<file path="src/rtl/spi_wake_pkg.sv">
package spi_wake_pkg;
  localparam int unsigned FRAME_BITS_DEF = 8;
  localparam int unsigned SYNC_STAGES_DEF = 2;

  typedef struct packed {
    logic done;
    logic ovr;
  } rx_status_t;
endpackage

</file>
<file path="src/rtl/spi_wake_sync.sv">
module spi_wake_sync #(
  parameter int unsigned WIDTH  = 3,
  parameter int unsigned STAGES = 2,
  parameter logic [WIDTH-1:0] RST_VAL = '0
) (
  input  logic             clk,
  input  logic             rst,
  input  logic [WIDTH-1:0] d_async,
  output logic [WIDTH-1:0] d_sync
);
  logic [WIDTH-1:0] stage_q [STAGES];

  generate
    for (genvar s = 0; s < STAGES; s++) begin : g_stage
      if (s == 0) begin : g_first
        always_ff @(posedge clk) begin
          if (rst) stage_q[s] <= RST_VAL;
          else     stage_q[s] <= d_async;
        end
      end else begin : g_next
        always_ff @(posedge clk) begin
          if (rst) stage_q[s] <= RST_VAL;
          else     stage_q[s] <= stage_q[s-1];
        end
      end
    end
  endgenerate

  assign d_sync = stage_q[STAGES-1];
endmodule

</file>
<file path="src/rtl/spi_wake_shifter.sv">
module spi_wake_shifter #(
  parameter int unsigned FRAME_BITS = 8,
  localparam int unsigned CNT_W = (FRAME_BITS > 1) ? $clog2(FRAME_BITS) : 1
) (
  input  logic                  clk,
  input  logic                  rst,
  input  logic                  sel,
  input  logic                  sck_s,
  input  logic                  mosi_s,
  output logic                  frame_done,
  output logic [FRAME_BITS-1:0] frame_data
);
  logic                  sck_prev;
  logic [FRAME_BITS-1:0] shreg;
  logic [CNT_W-1:0]      bit_cnt;
  logic                  rise;

  assign rise       = sck_s & ~sck_prev;
  assign frame_done = sel & rise & (bit_cnt == CNT_W'(FRAME_BITS-1));
  assign frame_data = {shreg[FRAME_BITS-2:0], mosi_s};

  always_ff @(posedge clk) begin
    if (rst) begin
      sck_prev <= 1'b0;
      shreg    <= '0;
      bit_cnt  <= '0;
    end else begin
      sck_prev <= sck_s;
      if (!sel) begin
        bit_cnt <= '0;
      end else if (rise) begin
        shreg <= frame_data;
        if (bit_cnt == CNT_W'(FRAME_BITS-1)) bit_cnt <= '0;
        else                                  bit_cnt <= bit_cnt + 1'b1;
      end
    end
  end
endmodule

</file>
<file path="src/rtl/spi_wake_flags.sv">
module spi_wake_flags
  import spi_wake_pkg::*;
#(
  parameter int unsigned FRAME_BITS = 8
) (
  input  logic                  clk,
  input  logic                  rst,
  input  logic                  frame_done,
  input  logic [FRAME_BITS-1:0] frame_data,
  input  logic                  discard,
  input  logic                  halted,
  input  logic                  stat_rd,
  input  logic                  data_rd,
  output logic [FRAME_BITS-1:0] data_q,
  output rx_status_t            status
);
  logic armed_q;
  logic load;
  logic clr;

  assign load = frame_done & ~discard;
  assign clr  = data_rd & armed_q & ~halted;

  always_ff @(posedge clk) begin
    if (rst) begin
      data_q  <= '0;
      status  <= '{done: 1'b0, ovr: 1'b0};
      armed_q <= 1'b0;
    end else begin
      if (clr) begin
        armed_q    <= 1'b0;
        status.ovr <= 1'b0;
        if (load) begin
          data_q      <= frame_data;
          status.done <= 1'b1;
        end else begin
          status.done <= 1'b0;
        end
      end else begin
        if (stat_rd && status.done && !halted) armed_q <= 1'b1;
        if (load) begin
          if (status.done) begin
            status.ovr <= 1'b1;
          end else begin
            data_q      <= frame_data;
            status.done <= 1'b1;
          end
        end
      end
    end
  end
endmodule

</file>
<file path="src/rtl/spi_wake_power.sv">
module spi_wake_power (
  input  logic clk,
  input  logic rst,
  input  logic pwr_halt,
  input  logic slave_en,
  input  logic sel,
  input  logic frame_done,
  input  logic done,
  input  logic irq_en,
  output logic recovering,
  output logic irq,
  output logic wake
);
  logic halt_prev;
  logic sel_at_halt;
  logic halt_rise;
  logic halt_fall;

  assign halt_rise = pwr_halt & ~halt_prev;
  assign halt_fall = ~pwr_halt & halt_prev;

  always_ff @(posedge clk) begin
    if (rst) begin
      halt_prev   <= 1'b0;
      sel_at_halt <= 1'b0;
      recovering  <= 1'b0;
      irq         <= 1'b0;
      wake        <= 1'b0;
    end else begin
      halt_prev <= pwr_halt;
      irq       <= done & irq_en;
      wake      <= pwr_halt & sel_at_halt & done & irq_en;

      if (halt_rise)      sel_at_halt <= sel;
      else if (halt_fall) sel_at_halt <= 1'b0;

      if (halt_fall)
        recovering <= slave_en;
      else if (halt_rise || !slave_en || frame_done)
        recovering <= 1'b0;
    end
  end
endmodule

</file>
<file path="src/rtl/spi_wake_slave.sv">
module spi_wake_slave
  import spi_wake_pkg::*;
#(
  parameter int unsigned FRAME_BITS  = FRAME_BITS_DEF,
  parameter int unsigned SYNC_STAGES = SYNC_STAGES_DEF
) (
  input  logic                  clk,
  input  logic                  rst,
  input  logic                  sck_i,
  input  logic                  mosi_i,
  input  logic                  ss_n_i,
  input  logic                  slave_en,
  input  logic                  ss_soft_en,
  input  logic                  ss_soft_n,
  input  logic                  irq_en,
  input  logic                  pwr_halt,
  input  logic                  stat_rd,
  input  logic                  data_rd,
  output logic [FRAME_BITS-1:0] rx_data,
  output logic                  flag_done,
  output logic                  flag_ovr,
  output logic                  recovering,
  output logic                  irq,
  output logic                  wake
);
  localparam logic [2:0] SYNC_RST = 3'b100;

  logic [2:0]            pins_s;
  logic                  sck_s, mosi_s, ss_n_s;
  logic                  sel;
  logic                  frame_done;
  logic [FRAME_BITS-1:0] frame_data;
  rx_status_t            status;

  spi_wake_sync #(.WIDTH(3), .STAGES(SYNC_STAGES), .RST_VAL(SYNC_RST)) u_sync (
    .clk(clk), .rst(rst),
    .d_async({ss_n_i, mosi_i, sck_i}),
    .d_sync(pins_s)
  );

  assign {ss_n_s, mosi_s, sck_s} = pins_s;
  assign sel = slave_en & ~(ss_soft_en ? ss_soft_n : ss_n_s);

  spi_wake_shifter #(.FRAME_BITS(FRAME_BITS)) u_shift (
    .clk(clk), .rst(rst), .sel(sel), .sck_s(sck_s), .mosi_s(mosi_s),
    .frame_done(frame_done), .frame_data(frame_data)
  );

  spi_wake_flags #(.FRAME_BITS(FRAME_BITS)) u_flags (
    .clk(clk), .rst(rst), .frame_done(frame_done), .frame_data(frame_data),
    .discard(recovering), .halted(pwr_halt), .stat_rd(stat_rd), .data_rd(data_rd),
    .data_q(rx_data), .status(status)
  );

  assign flag_done = status.done;
  assign flag_ovr  = status.ovr;

  spi_wake_power u_pwr (
    .clk(clk), .rst(rst), .pwr_halt(pwr_halt), .slave_en(slave_en), .sel(sel),
    .frame_done(frame_done), .done(status.done), .irq_en(irq_en),
    .recovering(recovering), .irq(irq), .wake(wake)
  );
endmodule

</file>
<file path="config.mk">
export PLATFORM = sky130hd
export DESIGN_NAME = spi_wake_slave
export DESIGN_NICKNAME = d
export VERILOG_FILES = /design/src/rtl/spi_wake_pkg.sv /design/src/rtl/spi_wake_sync.sv /design/src/rtl/spi_wake_shifter.sv /design/src/rtl/spi_wake_flags.sv /design/src/rtl/spi_wake_power.sv /design/src/rtl/spi_wake_slave.sv
export SDC_FILE = /design/constraint.sdc
export NUM_CORES = 1
export LEC_CHECK = 0
export ABC_CLOCK_PERIOD_IN_PS = 1800
export BUFFER_PORTS_ARGS = -buffer_cell sky130_fd_sc_hd__buf_2
export CELL_PAD_IN_SITES_DETAIL_PLACEMENT = 1
export CELL_PAD_IN_SITES_GLOBAL_PLACEMENT = 2
export CORE_MARGIN = 3
export CORE_UTILIZATION = 32
export CTS_CLUSTER_SIZE = 8
export DETAILED_ROUTE_END_ITERATION = 10
export PLACE_DENSITY_LB_ADDON = 0.1
export SETUP_SLACK_MARGIN = 0.05
export SKIP_LAST_GASP = 1
export SLEW_MARGIN = 10
export SYNTH_ARGS = -nofsm -noshare
export SYNTH_HDL_FRONTEND = slang
export SYNTH_SLANG_ARGS = --single-unit
</file>
<file path="constraint.sdc">
create_clock -name clk -period 1.8 [get_ports clk]
set_clock_uncertainty 0.15 [all_clocks]
set_input_delay 0.09 -clock clk [delete_from_list [all_inputs] [get_ports clk]]
set_output_delay 0.09 -clock clk [all_outputs]
set_load 0.01 [all_outputs]
</file>
Word level (Yosys, flattened, before mapping)
Memory sizes are Yosys's and may differ from the RTL's.
Index checks and enable logic that the tools add are counted.
{ "word_totals": {"input_bits": 12, "latch_bits": 0, "mem_count": 1, "ram_bits": 6, "output_inout_bits": 13, "romBits": 0, "regBits": 27} }
{ "classes": {"mux": 19, "n_eq_ne": 2, "n_div": 0, "shifts": 0, "n_lt_le_gt_ge": 0, "multipliers": 0, "add_sub_neg": 1, "bitwise": 21, "n_reduce_logical": 14} }
{ "mem_list": {"columns": ["memory", "depth", "word_bits", "rd", "rd_ports_with_merged_regs", "wr", "line", "source"], "rows": [
  ["u_sync.stage_q", 2, 3, 2, 0, 2, "spi_wake_sync.sv:11", "logic [WIDTH-1:0] stage_q [STAGES];"]
]} }
{ "op_table": {"columns": ["operator", "count"], "rows": [
  ["2-to-1 mux 8 bit", 4],
  ["AND 1 bit", 13],
  ["2-to-1 mux 1 bit", 10],
  ["2-to-1 mux 3 bit", 3],
  ["NOT 1 bit", 6],
  ["AND reduction 2 bit", 3],
  ["nonzero test 2 bit", 3],
  ["2-to-1 mux 2 bit", 2],
  ["OR reduction 2 bit", 2],
  ["adder 3 x 1 -> 3 bit, second input constant", 1],
  ["== test 3 bit, second input constant", 1],
  ["logical AND 1 bit", 2],
  ["zero test 1 bit", 2],
  ["logical OR 1 bit", 2],
  ["inequality test 2 bit, second input constant", 1],
  ["bitwise OR 1 bit", 2]
]} }

Logic depth before layout (Yosys ltp)
Gate-level depths: netlist of the first run.
{ "depth": {"ltp_word": 8, "mapped_depth": 5, "depth_no_buf": 5} }

Hierarchy
Synthesis of the first run repeated with hierarchy kept, for this count alone.
{ "unflattened": {"hier_cells": 153, "area_unflattened_um2": 1416.4} }
{ "by_module_without_submodules": {"columns": ["mod", "seq_area_each_um2", "area_per_inst_um2", "cells_per_inst", "n_inst"], "rows": [
  ["spi_wake_flags", 220.2, 608.1, 70, 1],
  ["spi_wake_shifter", 220.2, 445.4, 51, 1],
  ["spi_wake_power", 100.1, 188.9, 18, 1],
  ["spi_wake_sync", 120.1, 157.7, 12, 1],
  ["spi_wake_slave", 0.0, 16.3, 2, 1]
]} }

Least setup slack after synthesis of the first run
No wires, ideal clock.
{ "synth_timing": {"kind": "register to register", "from": "register u_shift.bit_cnt[0]", "to": "register u_flags.data_q[0]", "path_slack_ps": 97, "required_ps": 1578, "path_buffers": 0, "period_less_slack_ps": 1703, "path_stages_with_launch": 6, "t_arrival_ps": 1481, "cell_sequence": "dfxtp_1 ha_1 ha_1 nand2b_1 a2111oi_4 mux2i_1"} }
{ "synth_between": {"elab_chain_cells": 4} }
{ "synth_rtl": {"columns": ["element", "line", "source"], "rows": [
  ["from (decl)", "spi_wake_shifter.sv:15", "logic [CNT_W-1:0] bit_cnt;"],
  ["from (signal assigned)", "spi_wake_shifter.sv:34", "else bit_cnt <= bit_cnt + 1'b1;"],
  ["== test 3 bit", "spi_wake_shifter.sv:19", "assign frame_done = sel & rise & (bit_cnt == CNT_W'(FRAME_BITS-1));"],
  ["AND 1 bit", "spi_wake_shifter.sv:19", null],
  ["AND 1 bit", "spi_wake_flags.sv:21", "assign load = frame_done & ~discard;"],
  ["AND reduction 2 bit (no source line)", null, null],
  ["to (signal assigned)", "spi_wake_flags.sv:34", "data_q <= frame_data;"],
  ["to (signal assigned)", "spi_wake_flags.sv:45", "data_q <= frame_data;"],
  ["to (decl)", "spi_wake_flags.sv:14", "output logic [FRAME_BITS-1:0] data_q,"]
]} }
Every way passes these cells.
A chain may end at the register's enable or synchronous reset.

Final worst setup path of the first run
{ "layout_timing": {"from": "register u_shift.bit_cnt[1]", "to": "register u_flags.data_q[4]"} }
Same word-level chain as after synthesis.

==> impl_results.md, run 1 <==
* Result of the run: complete, no violations
* Post-synthesis mux area share at 10.5%
* Tot GR Track Use at 12.8%
* Adder-Cell Fraction of Synth Area at 3.89%
* Main combinational cell family by area after synthesis: simple AND/OR/NAND/NOR gates
* Crit Path Class: flop to flop
* Reg2reg start: u_shift.bit_cnt[1]$_SDFFE_PP0N_
* HP Start: data_rd
* Least-Margin Pin Slew at 0.358 ns
* Worst VDD drop at 408 uV
* Critical path's top delay family: compound AO/OA/AOI/OAI gates
* Simple-gate share of the synthesized area at 20.6%
* Switching portion of total power at 21.6%
* Critical path endpoint category: flop
* Clk root buf: clkbuf_8
* Seq/Total Area, Yosys at 51.4%
* Final #Nets at 187
* Core box area at 3770 um^2
* Crit path buf inv count at 1
* Leak at 0.000722 uW
* GRT busiest layer: met2
* Fin util at 45.7%
* Drt first pass iters at 4
* Hold WS at 0.0437 ns
* First-pass GRT wire length at 4.96 mm
* Crit path from: u_shift.bit_cnt[1]$_SDFFE_PP0N_
* Drt initial violations at 35
* Largest net degree at the start of global routing at 21
* Combinational power share at 6.1%
* Synth Instances at 131
* Die Ht at 69.4 um
* Reg clk slew, reported paths at 0.07 ns
* Synth Area in Compound Gates at 11.0%
* # clock sinks at 33
* Int Pwr at 1120 uW
* Min-Delay Path Class: input port to flop
* Fin crit share at 93.3%
* Vias at 1029
* PortBufs at 24
* Area Overhead vs Synth at 33.9%
* Crit-path cells: ha_4 -> ha_4 -> nand2b_4 -> a2111oi_4 -> buf_12 -> mux2i_1
* Min cycle time layout at 1.68 ns
* Max-cap check violation count at 0
* Max Slew Vio Count at 0
* Synth warn at 0
* Vias in the first global route at 1038
* Fin Setup TNS at 0 ns
* Detailed-placement wirelength estimate at 2.04 mm
* Clock buffer depth at 2
* CTS Buf Count at 5
* Synth Net Count at 147
* Initial antenna violation count at 0
* IO Pins at 25
* Initial core utilization at 34.1%
* Die ar. at 4820 um^2
* Mapped Avg Cell Area at 9.82 um^2
* Worst path max stage delay at 0.37 ns
* Layout cells sized above 1 at 28.5%
* DRT antenna net count at 0
* DR DRC count at 0
* CTS tree: built
* Placed cell count at 204
* Grt met1 use at 17.4%
* CP Max Fanout at 8
* GP Congestion at 0.752
* Die width at 69.4 um
* F_max at 595 MHz
* Slew HR at 75.5%
* Part of the power in registers at 51.7%
* Clock latency on the worst-skew pair at 0.28 ns
* # diodes at 0
* Xor and xnor area share after synthesis at 0%
* Crit path arrival time at 1.74 ns
* CP Data Required Time at 1.86 ns
* WL/cell at 13.0 um
* Final Hold Fails at 0
* Final Setup Violations at 0
* Final wirelength at 2.85 mm
* GRT overflow at 0
* CP Launch Type: flop
* Post-synth cell types at 27
* Fin cells at 220
* Rows at 22
* H-tree levels at 2
* Via/cell ratio at 4.68
* PwrDens at 834 nW/um^2
* Yosys reg bits at 33
* Post-Syn Area at 1290 um^2
* Net Switching at 311 uW
* Most Frequent Cell on Critical Path: ha_4
* RSZ-0062 raised after global routing: true
* Met3 usage at 4.06%
* CP max stage cell: a2111oi_4
* Share of total power in the clock network at 42.2%
* GR Util met2 at 19.0%
## cell usage after synthesis, drive strengths merged
cell type | count | area share, %
inv | 3 | 0.88
a311oi | 1 | 0.68
mux2 | 1 | 1.2
nand2 | 20 | 5.8
nand3 | 8 | 3.1
nor2 | 4 | 1.2
nand4b | 1 | 0.68
nor3 | 3 | 1.2
nand3b | 2 | 2.1
a2111oi | 1 | 2.1
dfxtp | 33 | 51
o211a | 1 | 0.78
clkinv | 1 | 0.29
and3 | 2 | 0.97
nand2b | 2 | 0.97
buf | 1 | 0.29
mux2i | 12 | 9.3
o21ai | 7 | 2.7
a31oi | 1 | 0.49
a21oi | 9 | 3.5
a41oi | 1 | 0.68
or2 | 2 | 0.97
clkbuf | 4 | 1.2
ha | 4 | 3.9
nor2b | 6 | 2.9
and3b | 1 | 0.68
## cell families (layout without fill, tap and decap cells)
family | Yosys count | count (layout)
flip-flops | 33 | 33
AND/OR/NAND/NOR | 51 | 51
AO/OA/AOI/OAI | 21 | 21
buffers and inverters | 9 | 50
adder cells (fa/ha/maj) | 4 | 4
multiplexers | 13 | 13
## timing repair
action,in CTS,in global routing
setup endpoints to repair,0,8
resized for setup,0,8
hold buffers,7,0
setup buffers,0,1
endpoints found under the hold margin,9,0
## sequential cells by signal, indices dropped and copies added (netlist names), 2 cells and up
signal / count
u_flags.data_q: 8
u_flags.status: 2
u_shift.bit_cnt: 3
u_shift.shreg: 7
u_sync.stage_q: 6
## per-layer routing
metal	share of wire (%)	vias to the layer above
met3	4.1	4
met2	45	19
met5	0	-
li1	-	534
met4	1.2	0
met1	50	472
## worst paths after layout
| check | slack [ns] | cells past startpoint | end |
|---|---|---|---|
| setup / recovery | 0.12 | 6 | u_flags.data_q[4]$_SDFFE_PP0P_ |
| setup reg to reg | 0.12 | 6 | u_flags.data_q[4]$_SDFFE_PP0P_ |
| hold / removal | 0.04 | 4 | u_flags.status[0]$_SDFFE_PP0P_ |
| hold reg to reg | 0.26 | 1 | u_sync.stage_q[1][2]$_SDFF_PP1_ |
## final cells by class
type / count / area, um^2
Sequential cell: 33 / 666
Tap cell: 48 / 60.1
Timing Repair Buffer: 38 / 255
Clock inverter: 1 / 5.00
Inverter: 4 / 15.0
Fill cell: 430 / 2050
Multi-Input combinational cell: 89 / 624
Clock buffer: 7 / 96.3
## power by group through the flow
| stage | sequential (uW) | combinational (uW) | clock, uW |
|---|---|---|---|
| CTS | 743 | 88.6 | 624 |
| floorplan | 759 | 42.0 | 0 |
| global route | 743 | 97.6 | 661 |
| detailed placement | 760 | 76.8 | 0 |
| finish | 742 | 87.8 | 605 |
| global placement | 759 | 73.8 | 0 |
## worst min-delay path, delay by kind of cell
kind	cells	cell delay, ns
AND/OR/NAND/NOR	3	0.24
buffers and inverters	1	0.10
## layout by cell type (no fill, tap or decap), types with 2 or more instances in the layout
cell / instances
dfxtp_1: 31
buf_2: 24
nand2_1: 20
mux2i_1: 12
a21oi_1: 9
nand3_1: 8
o21ai_0: 7
clkbuf_8: 7
dlygate4sd3_1: 7
nor2b_1: 6
buf_4: 6
nor2_1: 4
inv_1: 3
nor3_1: 3
and3_1: 2
or2_2: 2
ha_1: 2
ha_4: 2
## stage by stage
stage,cell area (um^2),power (uW),worst slack [ns]
final,1720,1440,0.120
after global routing,1720,1500,0.0198
after CTS,1680,1460,0.0733
after detailed placement,1510,837,0.0901
after global placement,1510,833,0.202
after floorplan,1290,801,0.0969
Note: power is estimated with default switching activity, not from simulation.
==> run 2: changes to the inputs <==
--- a/config.mk
+++ b/config.mk
@@ -9,8 +9,10 @@
 export BUFFER_PORTS_ARGS = -buffer_cell sky130_fd_sc_hd__buf_2
 export CELL_PAD_IN_SITES_DETAIL_PLACEMENT = 1
 export CELL_PAD_IN_SITES_GLOBAL_PLACEMENT = 2
+export CORE_ASPECT_RATIO = 0.5
 export CORE_MARGIN = 3
 export CORE_UTILIZATION = 32
+export CTS_CLUSTER_DIAMETER = 80
 export CTS_CLUSTER_SIZE = 8
 export DETAILED_ROUTE_END_ITERATION = 10
 export PLACE_DENSITY_LB_ADDON = 0.1
==> run 2 against run 1 <==
Sequential share of layout area decreased by 0.15 points. Sequential power about the same. Register-to-register slack improved by 0.02 ns. Clock-buffer cell count unchanged. Non-clock buffer count increased by 1. Highest routed layer unchanged.
==> impl_results.md, run 2 (synthesis gave the netlist of run 1 again) <==
* Result of the run: complete, no violations
* Worst VDD drop at 423 uV (+3.8%)
* Hold WS at 0.0336 ns (-0.0101 ns)
* GRT overflow at 0 (unchanged)
* H-tree levels at 2 (unchanged)
* WL/cell at 13.4 um (+3.6%)
* Fin Setup TNS at 0 ns (unchanged)
* Max FFs per register at 8 (unchanged)
* Rows at 15 (-32%)
* Final wirelength at 2.99 mm (+5.1%)
* Largest net degree at the start of global routing at 21 (unchanged)
* Initial antenna violation count at 0 (unchanged)
* Worst path max stage delay at 0.55 ns (+0.18 ns)
* Clk root buf: clkbuf_8
* F_max at 601 MHz (+0.91%)
* CP Max Fanout at 8 (unchanged)
* Die ar. at 4860 um^2 (+0.96%)
* Core box area at 3640 um^2 (-3.5%)
* RSZ-0062 raised after global routing: true
* Leak at 0.000720 uW (-0.37%)
* Crit Path Class: input port to flop
* Critical path endpoint category: flop
* Clock latency on the worst-skew pair at 0.27 ns (about the same)
* DR DRC count at 0 (unchanged)
* Final Setup Violations at 0 (unchanged)
* Detailed-placement wirelength estimate at 2.04 mm (about the same)
* PwrDens at 804 nW/um^2 (-3.5%)
* Most frequent cells in the layout: 31 x dfxtp_1, 23 x buf_2, 20 x nand2_1
* Layout cells sized above 1 at 27.9% (-0.58 points)
* Crit path arrival time at 1.72 ns (-0.02 ns)
* Final #Nets at 188 (+0.53%)
* PortBufs at 24 (unchanged)
* Area Overhead vs Synth at 33.9% (unchanged)
* Clock buffer depth at 2 (unchanged)
* Via/cell ratio at 4.67 (-0.19%)
* Final Hold Fails at 0 (unchanged)
* CP max stage cell: dlygate4sd3_1
* Die width at 95.7 um (+38%)
* DRT antenna net count at 0 (unchanged)
* Tot GR Track Use at 13.6% (+0.80 points)
* Drt first pass iters at 2 (-2)
* Max Slew Vio Count at 0 (unchanged)
* Least-Margin Pin Slew at 0.319 ns (-0.0391 ns)
* IO Pins at 25 (unchanged)
* Die Ht at 50.8 um (-27%)
* Reg with most FFs: u_flags.data_q
* Min-Delay Path Class: input port to flop
* Fin cells at 223 (+1.4%)
* Vias in the first global route at 1059 (+2.0%)
* First-pass GRT wire length at 5.01 mm (+0.97%)
* Crit-path cells: dlygate4sd3_1 -> buf_6 -> nand3b_4 -> a2111oi_4 -> buf_12 -> mux2i_1
* CP Launch Type: input port
* GP Congestion at 0.710 (-5.6%)
* Max-cap check violation count at 0 (unchanged)
* Slew HR at 78.8% (+3.3 points)
* Vias at 1041 (+1.2%)
* Fin crit share at 92.5% (-0.84 points)
* Placed cell count at 207 (+1.5%)
* Drt initial violations at 26 (-26%)
* Fin util at 47.3% (+1.6 points)
* Commonest non-fill, non-tap cell in the layout: dfxtp_1
* # clock sinks at 33 (unchanged)
* CP Data Required Time at 1.85 ns (about the same)
* Initial core utilization at 35.3% (+1.2 points)
* Reg clk slew, reported paths at 0.07 ns (about the same)
* # diodes at 0 (unchanged)
* CTS tree: built
* Top Registers: u_flags.data_q x8, u_shift.shreg x7, u_sync.stage_q x6
* Min cycle time layout at 1.67 ns (-0.0152 ns)
* CTS Buf Count at 5 (unchanged)
run 2: changes by cell type in the layout (fill, tap and decap cells not counted), sizes merged:
cell    delta
buf        +1
clkinv     -1
run 2: final timing paths:
path	start	to	slack, ns	cells after the start
worst max register to register	u_shift.bit_cnt[1]$_SDFFE_PP0N_	u_flags.data_q[6]$_SDFFE_PP0P_	0.13	6
worst min register to register	u_sync.stage_q[0][2]$_SDFF_PP1_	u_sync.stage_q[1][2]$_SDFF_PP1_	0.27	1
worst max-delay path	pwr_halt	u_flags.data_q[6]$_SDFFE_PP0P_	0.13	6
worst min-delay path	data_rd	u_flags.status[1]$_SDFFE_PP0P_	0.03	4
run 2: report_power, final:
group	switching, uW	total, uW	internal, uW	leakage (uW)
logic	48.9	91.7	42.8	0.000407
clock network	246	550	303	0.0000443
registers	4.29	744	739	0.000269
run 2: stage by stage:
step	instance area [um^2]	worst slack, ns	total power (uW)
2_1_floorplan	1290	0.0969	801
3_3_place_gp	1510	0.202	837
3_5_place_dp	1510	0.114	838
4_1_cts	1670	0.105	1410
5_1_grt	1720	0.0381	1450
6_report	1720	0.135	1380
run 2: final cells by class:
cell class / instances / area, um^2
well taps: 51 / 63.8
inverters: 4 / 15.0
fillers: 435 / 1920
repair buffers: 39 / 269
multi-input cells: 89 / 624
clock buffers: 7 / 86.3
flip-flops and latches: 33 / 663
run 2: worst max-delay path: cells and delay by family:
kind | cells | cell delay, ns
AND/OR/NAND/NOR | 1 | 0.17
AO/OA/AOI/OAI | 1 | 0.41
multiplexers | 1 | 0.18
buffers and inverters | 3 | 0.86
run 2: per-layer routing:
layer | vias up | track usage, % | wire (um)
li1 | 531 | - | -
met1 | 487 | 17.8 | 1480
met2 | 19 | 20.9 | 1360
met3 | 4 | 4.85 | 126
met4 | 0 | 4.48 | 29
met5 | - | 0 | 0
run 2: what timing repair did:
| item | CTS | global route |
|---|---|---|
| hold buffers | 7 | 0 |
| gates resized for setup | 0 | 9 |
| endpoints found under the hold margin | 9 | 0 |
| endpoints found under the setup margin | 0 | 8 |
| setup buffers | 0 | 2 |
